[src/rtl/fp4dq_pkg.sv]
package fp4dq_pkg;

  typedef enum logic {
    MODE_EXP = 1'b0,
    MODE_FP8 = 1'b1
  } scale_mode_e;

  localparam logic [15:0] HALF_QNAN   = 16'h7E00;
  localparam logic [14:0] HALF_MAXMAG = 15'h7BFF;

  // weight magnitude in units of one half
  function automatic logic [3:0] e2m1_halves(input logic [2:0] code);
    case (code)
      3'd0: return 4'd0;
      3'd1: return 4'd1;
      3'd2: return 4'd2;
      3'd3: return 4'd3;
      3'd4: return 4'd4;
      3'd5: return 4'd6;
      3'd6: return 4'd8;
      default: return 4'd12;
    endcase
  endfunction

endpackage

[src/rtl/fp4dq_ctrl.sv]
module fp4dq_ctrl
  import fp4dq_pkg::*;
#(
  parameter int EXP_GROUP = 32,
  parameter int FP8_GROUP = 16
) (
  input  logic        clk,
  input  logic        rst_n,
  input  logic        mode_i,
  input  logic        in_valid,
  output logic        in_ready,
  input  logic [7:0]  in_data,
  input  logic        adv_i,
  output logic        emit_o,
  output logic [3:0]  nib_o,
  output logic [7:0]  scale_o,
  output scale_mode_e mode_o
);
  localparam int EXP_BYTES = EXP_GROUP / 2;
  localparam int FP8_BYTES = FP8_GROUP / 2;
  localparam int MAX_BYTES = (EXP_BYTES > FP8_BYTES) ? EXP_BYTES : FP8_BYTES;
  localparam int CW        = (MAX_BYTES > 1) ? $clog2(MAX_BYTES) : 1;

  typedef enum logic [1:0] {ST_SCALE, ST_BYTE, ST_LO, ST_HI} st_e;

  st_e         st_q;
  logic [7:0]  scale_q, byte_q;
  scale_mode_e mode_q;
  logic [CW-1:0] cnt_q;
  logic        last_byte, take;

  assign last_byte = (mode_q == MODE_FP8) ? (cnt_q == CW'(FP8_BYTES - 1))
                                          : (cnt_q == CW'(EXP_BYTES - 1));
  assign emit_o    = (st_q == ST_LO) || (st_q == ST_HI);
  assign nib_o     = (st_q == ST_HI) ? byte_q[7:4] : byte_q[3:0];
  assign scale_o   = scale_q;
  assign mode_o    = mode_q;
  assign in_ready  = (st_q == ST_SCALE) || (st_q == ST_BYTE) || ((st_q == ST_HI) && adv_i);
  assign take      = in_valid && in_ready;

  always_ff @(posedge clk or negedge rst_n) begin
    if (!rst_n) begin
      st_q    <= ST_SCALE;
      scale_q <= 8'h00;
      byte_q  <= 8'h00;
      mode_q  <= MODE_EXP;
      cnt_q   <= '0;
    end else begin
      case (st_q)
        ST_SCALE: if (take) begin
          scale_q <= in_data;
          mode_q  <= scale_mode_e'(mode_i);
          cnt_q   <= '0;
          st_q    <= ST_BYTE;
        end
        ST_BYTE: if (take) begin
          byte_q <= in_data;
          st_q   <= ST_LO;
        end
        ST_LO: if (adv_i) st_q <= ST_HI;
        default: if (adv_i) begin
          if (last_byte) begin
            if (take) begin
              scale_q <= in_data;
              mode_q  <= scale_mode_e'(mode_i);
              cnt_q   <= '0;
              st_q    <= ST_BYTE;
            end else begin
              st_q <= ST_SCALE;
            end
          end else begin
            cnt_q <= cnt_q + CW'(1);
            if (take) begin
              byte_q <= in_data;
              st_q   <= ST_LO;
            end else begin
              st_q <= ST_BYTE;
            end
          end
        end
      endcase
    end
  end
endmodule

[src/rtl/fp4dq_scale.sv]
module fp4dq_scale
  import fp4dq_pkg::*;
(
  input  scale_mode_e        mode_i,
  input  logic [3:0]         nib_i,
  input  logic [7:0]         scale_i,
  input  logic [31:0]        tensor_i,
  output logic               sign_o,
  output logic               nan_o,
  output logic [31:0]        sig_o,
  output logic signed [11:0] exp_o
);
  logic [3:0]  w_sig;
  logic [3:0]  s_exp, s_sig;
  logic [7:0]  t_exp;
  logic [23:0] t_sig;
  logic signed [11:0] s_x, t_x;

  always_comb begin
    w_sig = e2m1_halves(nib_i[2:0]);
    s_exp = {1'b0, scale_i[6:3]} == 4'd0 ? 4'd1 : {1'b0, scale_i[5:3]} | {scale_i[6], 3'b0};
    s_sig = {|scale_i[6:3], scale_i[2:0]};
    t_exp = (tensor_i[30:23] == 8'd0) ? 8'd1 : tensor_i[30:23];
    t_sig = {|tensor_i[30:23], tensor_i[22:0]};
    s_x   = $signed({8'b0, s_exp}) - 12'sd10;
    t_x   = $signed({4'b0, t_exp}) - 12'sd150;
    if (mode_i == MODE_FP8) begin
      sign_o = nib_i[3] ^ scale_i[7] ^ tensor_i[31];
      nan_o  = (scale_i[6:0] == 7'h7F) || (tensor_i[30:23] == 8'hFF);
      sig_o  = {28'b0, w_sig} * {28'b0, s_sig} * {8'b0, t_sig};
      exp_o  = s_x + t_x - 12'sd1;
    end else begin
      sign_o = nib_i[3];
      nan_o  = (scale_i == 8'hFF);
      sig_o  = {28'b0, w_sig};
      exp_o  = $signed({4'b0, scale_i}) - 12'sd128;
    end
  end
endmodule

[src/rtl/fp4dq_round16.sv]
module fp4dq_round16
  import fp4dq_pkg::*;
(
  input  logic               sign_i,
  input  logic               nan_i,
  input  logic [31:0]        sig_i,
  input  logic signed [11:0] exp_i,
  output logic [15:0]        half_o
);
  int          lead, e_unb, e_q, sh, bits;
  logic [31:0] q32, hsh, mask;
  logic        rnd, sticky;

  always_comb begin
    lead = 0;
    for (int i = 0; i < 32; i++) if (sig_i[i]) lead = i;
    e_unb  = lead + int'(exp_i);
    e_q    = (e_unb < -14) ? -14 : e_unb;
    sh     = (e_q - 10) - int'(exp_i);
    rnd    = 1'b0;
    sticky = 1'b0;
    hsh    = '0;
    mask   = '0;
    if (sh <= 0) begin
      q32 = sig_i << (-sh);
    end else if (sh > 32) begin
      q32 = '0;
    end else begin
      hsh    = sig_i >> (sh - 1);
      mask   = (32'h1 << (sh - 1)) - 32'h1;
      rnd    = hsh[0];
      sticky = |(sig_i & mask);
      q32    = hsh >> 1;
    end
    q32  = q32 + {31'b0, rnd && (sticky || q32[0])};
    bits = ((e_q + 14) * 1024) + int'(q32[11:0]);
    if (nan_i)                half_o = HALF_QNAN;
    else if (sig_i == 32'd0)  half_o = {sign_i, 15'h0};
    else if (e_unb > 15)      half_o = {sign_i, HALF_MAXMAG};
    else if (bits >= 'h7C00)  half_o = {sign_i, HALF_MAXMAG};
    else                      half_o = {sign_i, bits[14:0]};
  end
endmodule

[src/rtl/fp4_block_dequant.sv]
module fp4_block_dequant
  import fp4dq_pkg::*;
#(
  parameter int EXP_GROUP = 32,
  parameter int FP8_GROUP = 16
) (
  input  logic        clk,
  input  logic        rst_n,
  input  logic        mode_i,
  input  logic [31:0] tensor_scale_i,
  input  logic        in_valid,
  output logic        in_ready,
  input  logic [7:0]  in_data,
  output logic        out_valid,
  input  logic        out_ready,
  output logic [15:0] out_data
);
  logic        adv, emit, sc_sign, sc_nan;
  logic [3:0]  nib;
  logic [7:0]  scale;
  scale_mode_e mode;
  logic [31:0] sc_sig;
  logic signed [11:0] sc_exp;
  logic [15:0] half;

  assign adv = !out_valid || out_ready;

  fp4dq_ctrl #(.EXP_GROUP(EXP_GROUP), .FP8_GROUP(FP8_GROUP)) ctrl_i (
    .clk(clk), .rst_n(rst_n), .mode_i(mode_i),
    .in_valid(in_valid), .in_ready(in_ready), .in_data(in_data),
    .adv_i(adv), .emit_o(emit), .nib_o(nib), .scale_o(scale), .mode_o(mode)
  );

  fp4dq_scale scale_i (
    .mode_i(mode), .nib_i(nib), .scale_i(scale), .tensor_i(tensor_scale_i),
    .sign_o(sc_sign), .nan_o(sc_nan), .sig_o(sc_sig), .exp_o(sc_exp)
  );

  fp4dq_round16 round_i (
    .sign_i(sc_sign), .nan_i(sc_nan), .sig_i(sc_sig), .exp_i(sc_exp), .half_o(half)
  );

  always_ff @(posedge clk or negedge rst_n) begin
    if (!rst_n) begin
      out_valid <= 1'b0;
      out_data  <= 16'h0;
    end else if (adv) begin
      out_valid <= emit;
      if (emit) out_data <= half;
    end
  end
endmodule

[config.mk]
export PLATFORM = sky130hd
export DESIGN_NAME = fp4_block_dequant
export DESIGN_NICKNAME = d
export VERILOG_FILES = /design/src/rtl/fp4dq_pkg.sv /design/src/rtl/fp4dq_ctrl.sv /design/src/rtl/fp4dq_scale.sv /design/src/rtl/fp4dq_round16.sv /design/src/rtl/fp4_block_dequant.sv
export SDC_FILE = /design/constraint.sdc
export NUM_CORES = 1
export LEC_CHECK = 0
export BUFFER_PORTS_ARGS = -buffer_cell sky130_fd_sc_hd__buf_2
export CAP_MARGIN = 20
export CORE_MARGIN = 10
export CORE_UTILIZATION = 59
export DETAILED_ROUTE_END_ITERATION = 12
export PLACE_DENSITY = 0.76
export SYNTH_ARGS = -nofsm -noshare
export SYNTH_HDL_FRONTEND = slang
export SYNTH_HIERARCHICAL = 1
export SYNTH_SLANG_ARGS = --single-unit
[constraint.sdc]
create_clock -name clk -period 22.8 [get_ports clk]
set_input_delay 2.28 -clock clk [delete_from_list [all_inputs] [get_ports clk]]
set_output_delay 2.28 -clock clk [all_outputs]
set_load 0.01 [all_outputs]
==> impl_metrics.toml <==
[grt]
grt_pass1_wl_mm = 92.0
gr-usage-all-layers_pct = 28.1
grt_pass1_vias = 17800
gr-total-overflow = 0
antenna_found_initial = 0
grt_max_degree = 67

[yosys]
synth_async_sr_flop_share_pct = 100
synth_edf_count = 0
yosysTopAreaCell = "fa_1"
yosysUniqueCellTypes = 113
syn_inst = 2430
yosys_most_used_dff = "dfrtp_1"
synthDominantCellAreaShare_pct = 15.1
ys_ff_latch = 40
synth_seq_area_share_pct = 5.45
synth_area_leaders = "fa_1 (15%), ha_1 (10%), dfrtp_1 (5.4%)"
syn_area_um2 = 18400
synth_area_per_cell_um2 = 7.56
synth_fp_nets = 2767
ys_warn_count = 6

[cells_and_area]
multi_input_area_um2 = 16000
final-seq-area_um2 = 1000
area_growth_pct = 4.46
diodes = 0
nFillCells = 2799
final_nets = 2749
drive_gt1_share_pct = 9.86

[floorplan]
rows = 64
die_x_um = 196
initial_core_util_pct = 59.9
coreArea_um2 = 30700
chipHeight_um = 196
ioPinCount = 63
dieArea_um2 = 38600

[placement]
dp_hpwl_mm = 44.6
place.port_buffers = 62
gp_congestion = 1.03

[sta]
period_share_pct = 94.1
slew-limit-headroom_pct = 25.9
fmax_mhz = 46.6
drv_slew = 0
finalCriticalPeriod_ns = 21.44
setup_violations = 0
fin_skew_ns = 0.00571
tightest_slew_ns = 1.11
setup_tns_ns = 0
hold_violations = 0
rsz0062_at_grt = "false"

[worst_setup_path]
r2r_start = "ctrl_i/st_q[0]"
required_ns = 22.98
crit_fanout = 24
crit_start = "ctrl_i/st_q[0]"
max_stage_delay_ns = 1.28
crit_type = "register to register"
critPathArrivalTime_ns = 21.63
cp_slowest_cell = "fa_1"
crit_path_frequent_cell = "fa_1"
worst_setup_path_start_kind = "register"
critPathCaptureType = "register"

[cts]
path_clk_slew_ns = 0.06
cts_tree = "built"
htreeDepth = 2
clockBufferDepth = 2
cts_root_buf = "clkbuf_16"
hold_buffers = 0
clock-sinks = 40
cts_buffers = 5
clk_latency_ns = 0.30

[route]
first_pass_iters = 6
vias = 18400
vias_per_cell = 6.56
drtIter0Drc = 1901
wire_per_inst_um = 19.9
ant_nets = 0
wl_mm = 55.8
drc = 0

[job]
maxCapViolCount = 0

[min_path]
hold_start = "out_data[15]"
hp-class = "register to register"

[outcome]
status = "complete, no violations"
==> routing by layer <==
layer  vias up  share of wire [%]  routed length (um)  GRT usage [%]
met5         -                  0                   0              0
li1       8562                  -                   -              -
met4         0                3.0                1700           8.46
met3       137                8.7                4840           3.90
met1      8854                 44               24400           39.2
met2       885                 45               24800           44.3
==> sequential cells by signal, summed over array words and instances, names as in the netlist <==
name / flops
ctrl_i/byte_q: 8
ctrl_i/cnt_q: 4
ctrl_i/mode_o: 1
ctrl_i/scale_o: 8
ctrl_i/st_q: 2
out_data: 16
out_valid: 1
==> stage by stage <==
stage / hold slack (ns) / std cells / utilization, % / setup slack [ns] / area (um2)
after floorplan: 0.474 / 2430 / - / 3.61 / 18400
after global placement: 0.486 / 2793 / 61.7 / 1.33 / 18900
after detailed placement: 0.489 / 2793 / 61.7 / 0.890 / 18900
after CTS: 0.503 / 2801 / 62.3 / 0.836 / 19100
after global routing: 0.523 / 2809 / 62.6 / 0.0395 / 19200
final: 0.503 / 2809 / 62.6 / 1.36 / 19200
==> final cells by class <==
class | instances | share of cell area, %
flip-flops and latches | 40 | 5.22
clock buffers | 5 | 0.652
inverters | 250 | 4.89
repair buffers | 94 | 2.89
clock inverters | 3 | 0.248
multi-input cells | 2021 | 83.5
well taps | 396 | 2.58
==> cell families after synthesis <==
logic type / Yosys count / share of synthesized area (%)
muxes: 122 / 8.66
adders and majority gates: 292 / 25.6
xor gates and xnor gates: 95 / 4.64
AOI/OAI and AO/OA: 572 / 21.2
DFF: 40 / 5.45
buffers and inverters: 369 / 7.91
and+or+nand+nor: 940 / 26.6
==> repair_timing <==
| action | CTS | global route |
|---|---|---|
| buffers inserted | 0 | 3 |
| resized for setup | 0 | 6 |
| endpoints found under the setup margin | 0 | 13 |
==> final timing paths <==
kind / slack, ns / endpoint / cells after the start
setup / recovery: 1.36 / out_data[9] / 78
hold / removal: 0.50 / out_data[15] / 1
setup reg to reg: 1.36 / out_data[9] / 78
hold reg to reg: 0.50 / out_data[15] / 1
max in group asynchronous: 20.11 / out_data[13] / 1
min in group asynchronous: 2.11 / ctrl_i/cnt_q[2] / 1
==> layout by cell type (no fill, tap or decap), drive strengths merged, types with 12 or more instances in the layout <==
master  netlist  layout
nor2        163     163
nor2b        36      36
o21a         17      17
xnor2        60      60
a21o         39      39
inv         248     248
fa          139     139
buf          25      92
nand4        29      29
a21oi       152     152
ha          153     153
nand3        67      67
mux2         46      46
nand2b       27      27
o21ai       109     109
xor2         34      34
o211ai       26      26
dfrtp        40      40
mux4         22      22
mux2i        54      54
nor3         78      78
nor4         31      31
and3         26      26
o31ai        16      16
or3          20      20
a211oi       23      23
nand2       263     263
a31oi        37      37
and2        136     136
o21bai       17      17
a211o        12      12
==> worst max-delay path: cells and delay by family (launching register included) <==
kind / cells / cell delay (ns)
AOI/OAI and AO/OA: 27 / 6.96
muxes: 3 / 0.79
DFF: 1 / 0.39
xor gates and xnor gates: 3 / 1.02
and+or+nand+nor: 23 / 4.47
adders and majority gates: 14 / 6.58
buffers and inverters: 8 / 1.07
==> synth_stat cells (13+ instances only) <==
| library cell | instances |
|---|---|
| mux4_2 | 22 |
| o31ai_1 | 14 |
| nor4_1 | 27 |
| and3_1 | 26 |
| nand2_1 | 261 |
| nor2b_1 | 36 |
| a211oi_1 | 21 |
| ha_1 | 153 |
| clkbuf_1 | 92 |
| mux2_2 | 36 |
| mux2i_1 | 54 |
| inv_1 | 247 |
| nand2b_1 | 26 |
| nor3_1 | 76 |
| o211ai_1 | 23 |
| a31oi_1 | 37 |
| a21o_1 | 38 |
| o21bai_1 | 17 |
| nand3_1 | 66 |
| xor2_1 | 34 |
| xnor2_1 | 59 |
| buf_2 | 13 |
| and2_1 | 136 |
| dfrtp_1 | 40 |
| nand4_1 | 27 |
| o21a_1 | 17 |
| nor2_1 | 163 |
| fa_1 | 139 |
| a21oi_1 | 149 |
| o21ai_0 | 103 |
| or3_1 | 18 |
Power is left out: the tool's default activity adds up to more than one toggle a clock period on the data nets, which glitch-free logic cannot reach.
